`config.mk`:
```
export PLATFORM = sky130hd
export DESIGN_NAME = slot_ctl_regs
export DESIGN_NICKNAME = d
export VERILOG_FILES = /design/src/rtl/slot_ctl_pkg.sv /design/src/rtl/slot_sync.sv /design/src/rtl/slot_status.sv /design/src/rtl/slot_bus.sv /design/src/rtl/slot_ctl_regs.sv
export SDC_FILE = /design/constraint.sdc
export NUM_CORES = 1
export LEC_CHECK = 0
export ABC_CLOCK_PERIOD_IN_PS = 1800
export BUFFER_PORTS_ARGS = -buffer_cell sky130_fd_sc_hd__buf_2
export CORE_MARGIN = 2
export CORE_UTILIZATION = 30
export CTS_CLUSTER_SIZE = 12
export DETAILED_ROUTE_END_ITERATION = 16
export GPL_TIMING_DRIVEN = 0
export MAX_ROUTING_LAYER = met4
export PLACE_DENSITY = 0.89
export SLEW_MARGIN = 40
export SYNTH_ARGS = -nofsm -noshare
export SYNTH_HDL_FRONTEND = slang
export SYNTH_HIERARCHICAL = 1
export SYNTH_SLANG_ARGS = --single-unit
```
`constraint.sdc`:
```
create_clock -name clk -period 1.8 [get_ports clk]
set_input_delay 0.18 -clock clk [delete_from_list [all_inputs] [get_ports clk]]
set_output_delay 0.18 -clock clk [all_outputs]
set_load 0.03 [all_outputs]
```
`src/rtl/slot_ctl_pkg.sv`:
```
package slot_ctl_pkg;
  // Word indices inside the window; software relies on these positions.
  typedef enum logic [1:0] {
    SLOT_IDX_IDENT  = 2'd0,
    SLOT_IDX_FLASH  = 2'd1,
    SLOT_IDX_STATUS = 2'd2,
    SLOT_IDX_DECODE = 2'd3
  } slot_idx_e;

  localparam int STAT_WP_BIT = 0;
  localparam int STAT_CD_BIT = 3;
  localparam int IN_COUNT    = 2;   // write-protect, card-insert
  localparam int IN_WP       = 0;
  localparam int IN_CD       = 1;
endpackage

```
`src/rtl/slot_sync.sv`:
```
module slot_sync #(
  parameter int WIDTH  = 2,
  parameter int STAGES = 2
) (
  input  logic             clk,
  input  logic             rst,
  input  logic [WIDTH-1:0] d_i,
  output logic [WIDTH-1:0] q_o
);
  logic [WIDTH-1:0] stage_q [STAGES];

  genvar g;
  generate
    for (g = 0; g < STAGES; g++) begin : g_stage
      if (g == 0) begin : g_first
        always_ff @(posedge clk) begin
          if (rst) stage_q[g] <= '0;
          else     stage_q[g] <= d_i;
        end
      end else begin : g_next
        always_ff @(posedge clk) begin
          if (rst) stage_q[g] <= '0;
          else     stage_q[g] <= stage_q[g-1];
        end
      end
    end
  endgenerate

  assign q_o = stage_q[STAGES-1];
endmodule

```
`src/rtl/slot_status.sv`:
```
module slot_status (
  input  logic clk,
  input  logic rst,
  input  logic wp_s,
  input  logic cd_s,
  input  logic clr_i,
  output logic wp_q,
  output logic cd_q
);
  always_ff @(posedge clk) begin
    if (rst) begin
      wp_q <= 1'b0;
      cd_q <= 1'b0;
    end else begin
      wp_q <= wp_s;
      if (cd_s)       cd_q <= 1'b1;   // insertion wins over a clear
      else if (clr_i) cd_q <= 1'b0;
    end
  end

  AST_WP_FOLLOWS: assert property (@(posedge clk) disable iff (rst)
    1'b1 |=> (wp_q == $past(wp_s)));
  AST_CD_STICKY: assert property (@(posedge clk) disable iff (rst)
    (cd_q && !clr_i) |=> cd_q);
  AST_CD_ROSE_CAUSE: assert property (@(posedge clk) disable iff (rst)
    $rose(cd_q) |-> $past(cd_s));
  AST_CD_CLEARED: assert property (@(posedge clk) disable iff (rst)
    (clr_i && !cd_s) |=> !cd_q);
  AST_SET_WINS: assert property (@(posedge clk) disable iff (rst)
    cd_s |=> cd_q);
endmodule

```
`src/rtl/slot_bus.sv`:
```
module slot_bus
  import slot_ctl_pkg::*;
#(
  parameter int unsigned            ADDR_W    = 8,
  parameter int unsigned            DATA_W    = 32,
  parameter logic [DATA_W-1:0]      ID_VALUE  = 32'h4103_4003,
  parameter logic [DATA_W-1:0]      DEC_VALUE = 32'h0000_0011
) (
  input  logic              clk,
  input  logic              rst,
  input  logic              bus_sel,
  input  logic              bus_wr,
  input  logic [ADDR_W-1:0] bus_addr,
  input  logic [DATA_W-1:0] bus_wdata,
  input  logic              stat_wp,
  input  logic              stat_cd,
  output logic              clr_o,
  output logic              rsp_valid,
  output logic [DATA_W-1:0] rsp_rdata,
  output logic              rsp_err
);
  localparam int IDX_W = ADDR_W - 2;

  logic [IDX_W-1:0]  idx;
  logic              in_map;
  slot_idx_e         reg_sel;
  logic [DATA_W-1:0] rd_val;
  logic [DATA_W-1:0] status_word;

  assign idx     = bus_addr[ADDR_W-1:2];
  assign in_map  = (idx >> 2) == '0;
  assign reg_sel = slot_idx_e'(idx[1:0]);

  always_comb begin
    status_word              = '0;
    status_word[STAT_WP_BIT] = stat_wp;
    status_word[STAT_CD_BIT] = stat_cd;
  end

  always_comb begin
    rd_val = '0;
    if (in_map) begin
      unique case (reg_sel)
        SLOT_IDX_IDENT:  rd_val = ID_VALUE;
        SLOT_IDX_FLASH:  rd_val = '0;
        SLOT_IDX_STATUS: rd_val = status_word;
        SLOT_IDX_DECODE: rd_val = DEC_VALUE;
      endcase
    end
  end

  assign clr_o = bus_sel && bus_wr && in_map &&
                 (reg_sel == SLOT_IDX_STATUS) && bus_wdata[STAT_CD_BIT];

  logic unused_wdata;
  assign unused_wdata = ^{bus_wdata, bus_addr[1:0]};

  always_ff @(posedge clk) begin
    if (rst) begin
      rsp_valid <= 1'b0;
      rsp_rdata <= '0;
      rsp_err   <= 1'b0;
    end else begin
      rsp_valid <= bus_sel;
      rsp_rdata <= bus_sel ? rd_val : '0;
      rsp_err   <= bus_sel && !in_map;
    end
  end

  AST_RSP_AFTER_SEL: assert property (@(posedge clk) disable iff (rst)
    bus_sel |=> rsp_valid);
  AST_RSP_QUIET: assert property (@(posedge clk) disable iff (rst)
    !bus_sel |=> !rsp_valid);
  AST_ERR_ZERO_DATA: assert property (@(posedge clk) disable iff (rst)
    rsp_err |-> (rsp_rdata == '0));
  AST_ERR_WITH_VALID: assert property (@(posedge clk) disable iff (rst)
    rsp_err |-> rsp_valid);
  AST_CLR_IN_MAP: assert property (@(posedge clk) disable iff (rst)
    (bus_sel && bus_wr && !in_map) |-> !clr_o);
endmodule

```
`src/rtl/slot_ctl_regs.sv`:
```
module slot_ctl_regs
  import slot_ctl_pkg::*;
#(
  parameter int unsigned       ADDR_W      = 8,
  parameter int unsigned       DATA_W      = 32,
  parameter int unsigned       SYNC_STAGES = 2,
  parameter logic [DATA_W-1:0] ID_VALUE    = 32'h4103_4003,
  parameter logic [DATA_W-1:0] DEC_VALUE   = 32'h0000_0011
) (
  input  logic              clk,
  input  logic              rst,
  input  logic              bus_sel,
  input  logic              bus_wr,
  input  logic [ADDR_W-1:0] bus_addr,
  input  logic [DATA_W-1:0] bus_wdata,
  output logic              rsp_valid,
  output logic [DATA_W-1:0] rsp_rdata,
  output logic              rsp_err,
  input  logic              wp_in,
  input  logic              cd_in,
  output logic              irq_o
);
  logic [IN_COUNT-1:0] raw_in;
  logic [IN_COUNT-1:0] sync_in;
  logic                clr;
  logic                st_wp;
  logic                st_cd;

  assign raw_in[IN_WP] = wp_in;
  assign raw_in[IN_CD] = cd_in;

  slot_sync #(.WIDTH(IN_COUNT), .STAGES(SYNC_STAGES)) sync_i (
    .clk (clk),
    .rst (rst),
    .d_i (raw_in),
    .q_o (sync_in)
  );

  slot_status status_i (
    .clk   (clk),
    .rst   (rst),
    .wp_s  (sync_in[IN_WP]),
    .cd_s  (sync_in[IN_CD]),
    .clr_i (clr),
    .wp_q  (st_wp),
    .cd_q  (st_cd)
  );

  slot_bus #(
    .ADDR_W(ADDR_W), .DATA_W(DATA_W),
    .ID_VALUE(ID_VALUE), .DEC_VALUE(DEC_VALUE)
  ) bus_i (
    .clk       (clk),
    .rst       (rst),
    .bus_sel   (bus_sel),
    .bus_wr    (bus_wr),
    .bus_addr  (bus_addr),
    .bus_wdata (bus_wdata),
    .stat_wp   (st_wp),
    .stat_cd   (st_cd),
    .clr_o     (clr),
    .rsp_valid (rsp_valid),
    .rsp_rdata (rsp_rdata),
    .rsp_err   (rsp_err)
  );

  assign irq_o = st_cd;

  AST_IRQ_NEEDS_EVENT: assert property (@(posedge clk) disable iff (rst)
    $rose(irq_o) |-> $past(sync_in[IN_CD]));
endmodule

```
-- Yosys cells after proc, flatten, opt, wreduce, memory -nomap -nowiden
Memories as Yosys holds them, arrays and structs flattened.
Cells that the tools add are included.
- register bits: 36
- bits in writable memories: 4
- input bits: 46
- output and inout port bits: 35
- memories: 1
- equality and inequality tests: 3
- mux-type cells: 8
- bitwise gates (word level): 4
- reduce and logical (&&, ||, !) cells: 10
- memory list (memory ; words ; bits a word ; rd ports ; clocked after memory_dff ; wr ports ; RTL line ; text):
    sync_i.stage_q ; 2 ; 2 ; 2 ; 0 ; 2 ; slot_sync.sv:10 ; logic [WIDTH-1:0] stage_q [STAGES];
- operators by type and width (cell ; count):
    32-bit case mux with 4 select lines ; 1
    6-bit zero test ; 1
    1-bit logical AND ; 5
    1-bit 2-to-1 mux ; 5
    2-bit == test (second input constant) ; 2
    2-bit 2-to-1 mux ; 2
    3-bit OR reduction ; 1
    2-bit by 1-bit == test with 1-bit output (second input constant) ; 1
    2-bit zero test ; 1
    1-bit NOT ; 2
    1-bit OR ; 2
    2-bit nonzero test ; 1
    1-bit zero test ; 1

-- Longest topological paths before layout
Gate-level depths: netlist of the first run.
- depth after elaboration: 6
- mapped depth: 5

-- Hierarchy
Netlist of the first run, hierarchy kept.
- modules (own cells, without submodules) (module ; times used ; cells each ; area each (um^2) ; seq. area each (um^2)):
    slot_bus ; 1 ; 50 ; 427.9 ; 120.1
    slot_sync ; 1 ; 8 ; 105.1 ; 80.1
    slot_status ; 1 ; 6 ; 65.1 ; 40.0

-- Worst setup path after synthesis of the first run
OpenSTA, ideal clock, no wires.
- path type: input to register
- from: input bus_addr[5]
- to: register status_i.cd_q
- library setup time: 114 ps
- data arrival time: 1202 ps
- data required time: 1686 ps
- path slack: 484 ps
- stages: 5
- path buffers: 1
- cell sequence: or4_1 buf_2 nor4_1 nand2b_1 a21oi_2
- longest elaborated chain between the ends: 5
- ends and longest elaborated chain (element ; RTL line ; text):
    from (decl) ; slot_ctl_regs.sv:14 ; input logic [ADDR_W-1:0] bus_addr,
    6-bit zero test ; slot_bus.sv:31 ; assign in_map = (idx >> 2) == '0;
    1-bit logical AND (2 in a row) ; slot_bus.sv:52 ; assign clr_o = bus_sel && bus_wr && in_map &&
    1-bit logical AND ; slot_bus.sv:53 ; (reg_sel == SLOT_IDX_STATUS) && bus_wdata[STAT_CD_BIT];
    via clr ; slot_ctl_regs.sv:25 ; logic clr;
    2-bit nonzero test (no source line) ; n/a ;
    to (signal assigned) ; slot_status.sv:13 ; cd_q <= 1'b0;
    to (signal assigned) ; slot_status.sv:16 ; if (cd_s) cd_q <= 1'b1;
    to (signal assigned) ; slot_status.sv:17 ; else if (clr_i) cd_q <= 1'b0;
    to (decl) ; slot_status.sv:8 ; output logic cd_q
The timed path passes the listed nets, and every way through them passes these cells.
A chain may end at the register's enable or synchronous reset.

-- Worst setup path after layout of the first run
Same ends and word-level chain as after synthesis.

==> results of run 1 <==
metal layers:
metal / track usage [%] / vias up
met4: 2.86 / 0
met1: 7.53 / 192
met3: 7.10 / 0
met5: - / -
met2: 16.4 / 32
li1: - / 254
metrics by stage:
step	setup slack (ps)	utilization [%]	power (mW)	area, sq um	hold WS (ps)
after global placement	334	43.4	0.427	835	386
final	608	45.3	0.632	871	119
after detailed placement	316	43.4	0.430	835	404
after CTS	602	45.3	0.637	871	112
after floorplan	484	-	0.406	681	242
after global routing	460	45.3	0.668	871	124
logic make-up after synthesis:
family	count (synthesis)	synth area share (%)
compound gates	2	3.97
buf+inv	32	37.9
flops	12	40.2
other cells	1	0.627
simple gates	17	17.4
cell usage after synthesis, drive strengths merged:
library cell	n	area, sq um
conb	1	3.75
inv	3	11.3
nor3b	1	7.51
a2111oi	1	15.0
dfxtp	12	240
or4	1	7.51
nand3b	1	7.51
nand2b	2	12.5
nand2	1	3.75
nand3	1	5.00
buf	29	215
a21oi	1	8.76
nor2b	6	37.5
nor4	2	12.5
nor3	2	10.0
power groups by stage:
stage / registers (mW) / clock network, mW / logic [mW]
final: 0.276 / 0.207 / 0.149
after global routing: 0.277 / 0.231 / 0.159
after detailed placement: 0.283 / 0 / 0.147
after floorplan: 0.290 / 0 / 0.116
after CTS: 0.276 / 0.214 / 0.147
after global placement: 0.282 / 0 / 0.145
layout make-up:
class | instances | area (sq um) | area share, %
Buffer | 29 | 215 | 24.7
Clock buffer | 4 | 36.3 | 4.17
Sequential cell | 12 | 240 | 27.6
Timing Repair Buffer | 24 | 120 | 13.8
Multi-Input combinational cell | 42 | 214 | 24.6
Tap cell | 27 | 33.8 | 3.88
Inverter | 3 | 11.3 | 1.29
registers in the layout (all words and copies together) (netlist names):
signal           count
bus_i/rsp_rdata      4
sync_i/stage_q       4
bus_i/rsp_err        1
bus_i/rsp_valid      1
status_i/cd_q        1
status_i/wp_q        1
worst max-delay path, delay by kind of cell:
kind | cells | cell delay, ps
buf+inv | 2 | 260
simple gates | 3 | 860
compound gates | 1 | 50
how the worst max path moves through the flow:
stage	start	end	slack [ps]	depth (start not counted)
finish	bus_addr[5]	status_i/cd_q	610	6
global route	bus_addr[5]	status_i/cd_q	460	6
CTS	bus_i/rsp_rdata[24]	rsp_rdata[30]	600	2
detailed placement	bus_addr[5]	status_i/cd_q	320	6
global placement	bus_addr[5]	status_i/cd_q	330	6
floorplan	bus_addr[5]	status_i/cd_q	480	5
==> flow_metrics.py, run 1 <==
metrics = {
    "status": {
        "status": "complete, no violations",
    },
    "global_route": {
        "first_global_vias": 423,
        "grt_overflow": 0,
        "antenna_found_initial": 0,
        "grt_first_pass_wirelength_um": 1660,
        "grt_max_degree": 8,
        "grt_util_all_layers_pct": 9.40,
    },
    "clock_network": {
        "clk_latency_ps": 270,
        "clock_path_buffers": 2,
        "cts_tree": "done",
        "cts_resized": 0,
        "htree_levels": 1,
        "clock-sinks": 12,
        "clkTransAtPathRegs_ps": 70,
        "cts_inserted_buffers": 3,
        "post-cts-setup-buffer-count": 0,
        "hold_buffers": 0,
        "clockRootBuffer": "clkbuf_4",
    },
    "cells_and_area": {
        "mostFrequentLayoutCell": "buf_4",
        "drive_above_1_share_pct": 51.8,
        "fill_cells": 193,
        "nets": 161,
        "synthToLayoutAreaGrowth_pct": 45.6,
        "mostFrequentLayoutCells": "buf_4, buf_2, conb_1",
        "n_antenna_cell": 0,
        "fin_cells": 141,
    },
    "floorplanning": {
        "core_area_sq_um": 1920,
        "start_util_pct": 31.1,
        "die_w_um": 48.7,
        "num_io_pins": 81,
        "dieArea_sq_um": 2370,
        "core.rowCount": 16,
        "die_h_um": 48.7,
    },
    "placement": {
        "io_buffer_count": 24,
        "place_hpwl_um": 825,
        "dp.cells": 137,
        "gp_congestion": 0.777,
    },
    "route": {
        "dr_total_vias": 478,
        "routed.top_layer": "met3",
        "drtIter0Drc": 4,
        "remaining_drc_errors": 0,
        "first_pass_iters": 4,
        "route.met2.wl_um": 472,
        "wl_um": 937,
        "ant_nets": 0,
        "wl_per_cell_um": 6.65,
        "route.met3.wl_um": 164,
        "wl_met1_um": 301,
        "via_per_inst": 3.39,
    },
    "critical_path": {
        "slowest_delay_ps": 510,
        "arrival_ps": 1360,
        "timing.rr.start": "status_i/wp_q",
        "rr_worst_depth": 2,
        "timing.rr.end": "bus_i/rsp_rdata[0]",
        "end_kind": "flip-flop",
        "cp_data_required_time_ps": 1970,
        "rrSetupSlack_ps": 1110,
        "cp_slowest_cell": "or4_1",
        "crit_top_cell": "buf_2",
        "cp_max_fo": 6,
        "critical_path_class": "in -> reg",
        "path_cells": "buf_2 > or4_1 > buf_2 > nor4_1 > nand2b_1 > a21oi_2",
        "cp-start-kind": "primary input",
    },
    "sta": {
        "finalClockSkew_ps": 3.80,
        "rsz0062_at_grt": "false",
        "slew_viol_final": 0,
        "period_minus_slack_ps": 1190,
        "fin_crit_sh_pct": 66.2,
        "setup_viol": 0,
        "setup_tns_ps": 0,
        "fmax_ghz": 0.839,
        "final_hold_viol_count": 0,
    },
    "logic_synthesis": {
        "mappedNetlistArea_sq_um": 598,
        "ys_seq_area_share_pct": 40.2,
        "synthCells": 64,
        "synth_seq_cells": 12,
        "synth_cell_types": 16,
        "ys_warn_count": 6,
        "avgSynthCellArea_sq_um": 9.34,
    },
    "pwr": {
        "p_int_uw": 450,
        "swShare_pct": 28.7,
        "power_switching_uw": 182,
        "p_comb_share_pct": 23.6,
        "p_leak_nw": 0.502,
        "peakVddDrop_uv": 434,
        "p_seq_share_pct": 43.7,
        "clkPwrFrac_pct": 32.7,
        "p_per_area_nw_per_um2": 726,
    },
    "hold_path": {
        "min-delay-start": "bus_addr[3]",
        "hold_class": "in -> reg",
        "min_to": "bus_i/rsp_rdata[24]",
        "hold_depth": 2,
    },
    "job": {
        "maxCapViolations": 0,
    },
}
Power figures use the tool's default switching activity.
==> run 2, diff against run 1 <==
--- a/config.mk
+++ b/config.mk
@@ -5,7 +5,7 @@
 export SDC_FILE = /design/constraint.sdc
 export NUM_CORES = 1
 export LEC_CHECK = 0
-export ABC_CLOCK_PERIOD_IN_PS = 1800
+export ABC_CLOCK_PERIOD_IN_PS = 1100
 export BUFFER_PORTS_ARGS = -buffer_cell sky130_fd_sc_hd__buf_2
 export CORE_MARGIN = 2
 export CORE_UTILIZATION = 30
==> constraint.sdc (replaced) <==
create_clock -name clk -period 1.1 [get_ports clk]
set_input_delay 0.11 -clock clk [delete_from_list [all_inputs] [get_ports clk]]
set_output_delay 0.11 -clock clk [all_outputs]
set_load 0.03 [all_outputs]
==> flow_metrics.py, run 2 (same netlist as run 1, synthesis figures left out) <==
metrics = {
    "critical_path": {
        "slowest_delay_ps": 360,
        "timing.rr.start": "status_i/wp_q",
        "startpoint": "bus_i/rsp_rdata[24]",
        "path_cells": "buf_4 > clkbuf_4",
        "arrival_ps": 930,
        "rrSetupSlack_ps": 390,
        "cp_data_required_time_ps": 990,
        "rr_worst_depth": 2,
        "critical_path_class": "reg -> out",
        "cp_max_fo": 6,
        "cp-start-kind": "flip-flop",
        "crit_end": "rsp_rdata[30]",
        "timing.rr.end": "bus_i/rsp_rdata[0]",
        "end_kind": "primary output",
        "cp_slowest_cell": "dfxtp_4",
    },
    "clock_network": {
        "hold_buffers": 0,
        "cts_tree": "done",
        "clockRootBuffer": "clkbuf_4",
        "clk_latency_ps": 270,
        "cts_inserted_buffers": 3,
        "clock_path_buffers": 2,
        "htree_levels": 1,
        "clock-sinks": 12,
        "clkTransAtPathRegs_ps": 70,
    },
    "cells_and_area": {
        "synthToLayoutAreaGrowth_pct": 46.9,
        "n_antenna_cell": 0,
        "drive_above_1_share_pct": 53.1,
        "fin_area_sq_um": 878,
        "mostFrequentLayoutCells": "buf_4, conb_1, buf_2",
        "reg_top3": "bus_i/rsp_rdata (4), sync_i/stage_q (4)",
        "mostFrequentLayoutCell": "buf_4",
        "nets": 160,
    },
    "placement": {
        "dp_slack_ps": -295,
        "io_buffer_count": 24,
        "place_area_sq_um": 845,
        "gp_congestion": 0.678,
        "place_hpwl_um": 848,
    },
    "global_route": {
        "grt_util_all_layers_pct": 9.77,
        "grt_first_pass_wirelength_um": 1670,
        "grt_overflow": 0,
        "antenna_found_initial": 0,
        "first_global_vias": 407,
        "grt_max_degree": 8,
    },
    "pwr": {
        "p_leak_nw": 0.501,
        "finalPower_mw": 1.04,
        "peakVddDrop_uv": 659,
        "p_per_area_nw_per_um2": 1180,
    },
    "route": {
        "drtIter0Drc": 4,
        "ant_nets": 0,
        "remaining_drc_errors": 0,
        "wl_per_cell_um": 7.31,
        "dr_total_vias": 488,
        "first_pass_iters": 3,
        "wl_um": 1020,
        "via_per_inst": 3.49,
    },
    "sta": {
        "fmax_ghz": 0.962,
        "setup_viol": 0,
        "rsz0062_at_grt": "false",
        "final_hold_viol_count": 0,
        "period_minus_slack_ps": 1040,
        "fin_crit_sh_pct": 94.5,
        "setup_tns_ps": 0,
        "slew_viol_final": 0,
        "finalClockSkew_ps": 1.43,
        "hold-worst-slack_ps": 38.9,
        "setup_ws_ps": 60.6,
    },
    "floorplanning": {
        "die_w_um": 48.7,
        "dieArea_sq_um": 2370,
        "num_io_pins": 81,
        "start_util_pct": 31.1,
        "core_area_sq_um": 1920,
        "core.rowCount": 16,
        "die_h_um": 48.7,
    },
    "job": {
        "maxCapViolations": 0,
    },
    "hold_path": {
        "hold_class": "in -> reg",
    },
    "status": {
        "status": "complete, no violations",
    },
}
run 2: cell types whose count changed in the layout (fill, tap and decap cells not counted):
cell / delta
or4_4: +1
or4_1: -1
dfxtp_1: -1
dfxtp_4: +1
clkbuf_4: +2
buf_2: -3
run 2: area by class of cell:
class	count	area, sq um
Multi-Input combinational cell	42	218
Tap cell	27	33.8
Inverter	3	11.3
Clock buffer	4	36.3
Timing Repair Buffer	24	125
Fill cell	206	1040
Buffer	28	210
Sequential cell	12	244
run 2: worst min-delay path by stage:
stage           startpoint              endpoint  slack (ps)  depth (start not counted)
6_report             wp_in  sync_i/stage_q[0][0]          40                          2
3_5_place_dp         wp_in  sync_i/stage_q[0][0]         320                          2
3_3_place_gp         wp_in  sync_i/stage_q[0][0]         320                          2
2_1_floorplan          rst         status_i/cd_q         170                          1
5_1_grt        bus_addr[3]   bus_i/rsp_rdata[24]          60                          2
4_1_cts              wp_in  sync_i/stage_q[0][0]          30                          2
run 2: worst max-delay path: cells and delay by family, from the launching register on:
family | cells | cell delay [ps]
buffers and inverters | 2 | 300
DFF | 1 | 360
run 2: per-stage QoR:
| step | instances | util (%) |
|---|---|---|
| 2_1_floorplan | 86 | - |
| 3_3_place_gp | 137 | 43.9 |
| 3_5_place_dp | 137 | 43.9 |
| 4_1_cts | 140 | 45.3 |
| 5_1_grt | 140 | 45.7 |
| 6_report | 140 | 45.7 |
run 2: per-layer routing:
metal / track usage (%) / share of wire [%]
met1: 7.66 / 32
met2: 17.6 / 51
met3: 6.17 / 15
met4: 4.29 / 2.8
met5: - / 0
run 2: power by group:
group | internal [mW] | switching (mW) | leakage [nW]
Combinational | 0.0881 | 0.156 | 0.381
Sequential | 0.446 | 0.00432 | 0.0991
Clock | 0.201 | 0.144 | 0.0210
run 2: what timing repair did:
| action | in CTS | in global routing |
|---|---|---|
| buffers inserted | 0 | 0 |
| endpoints found under the setup margin | 6 | 3 |
| gates resized for setup | 1 | 3 |
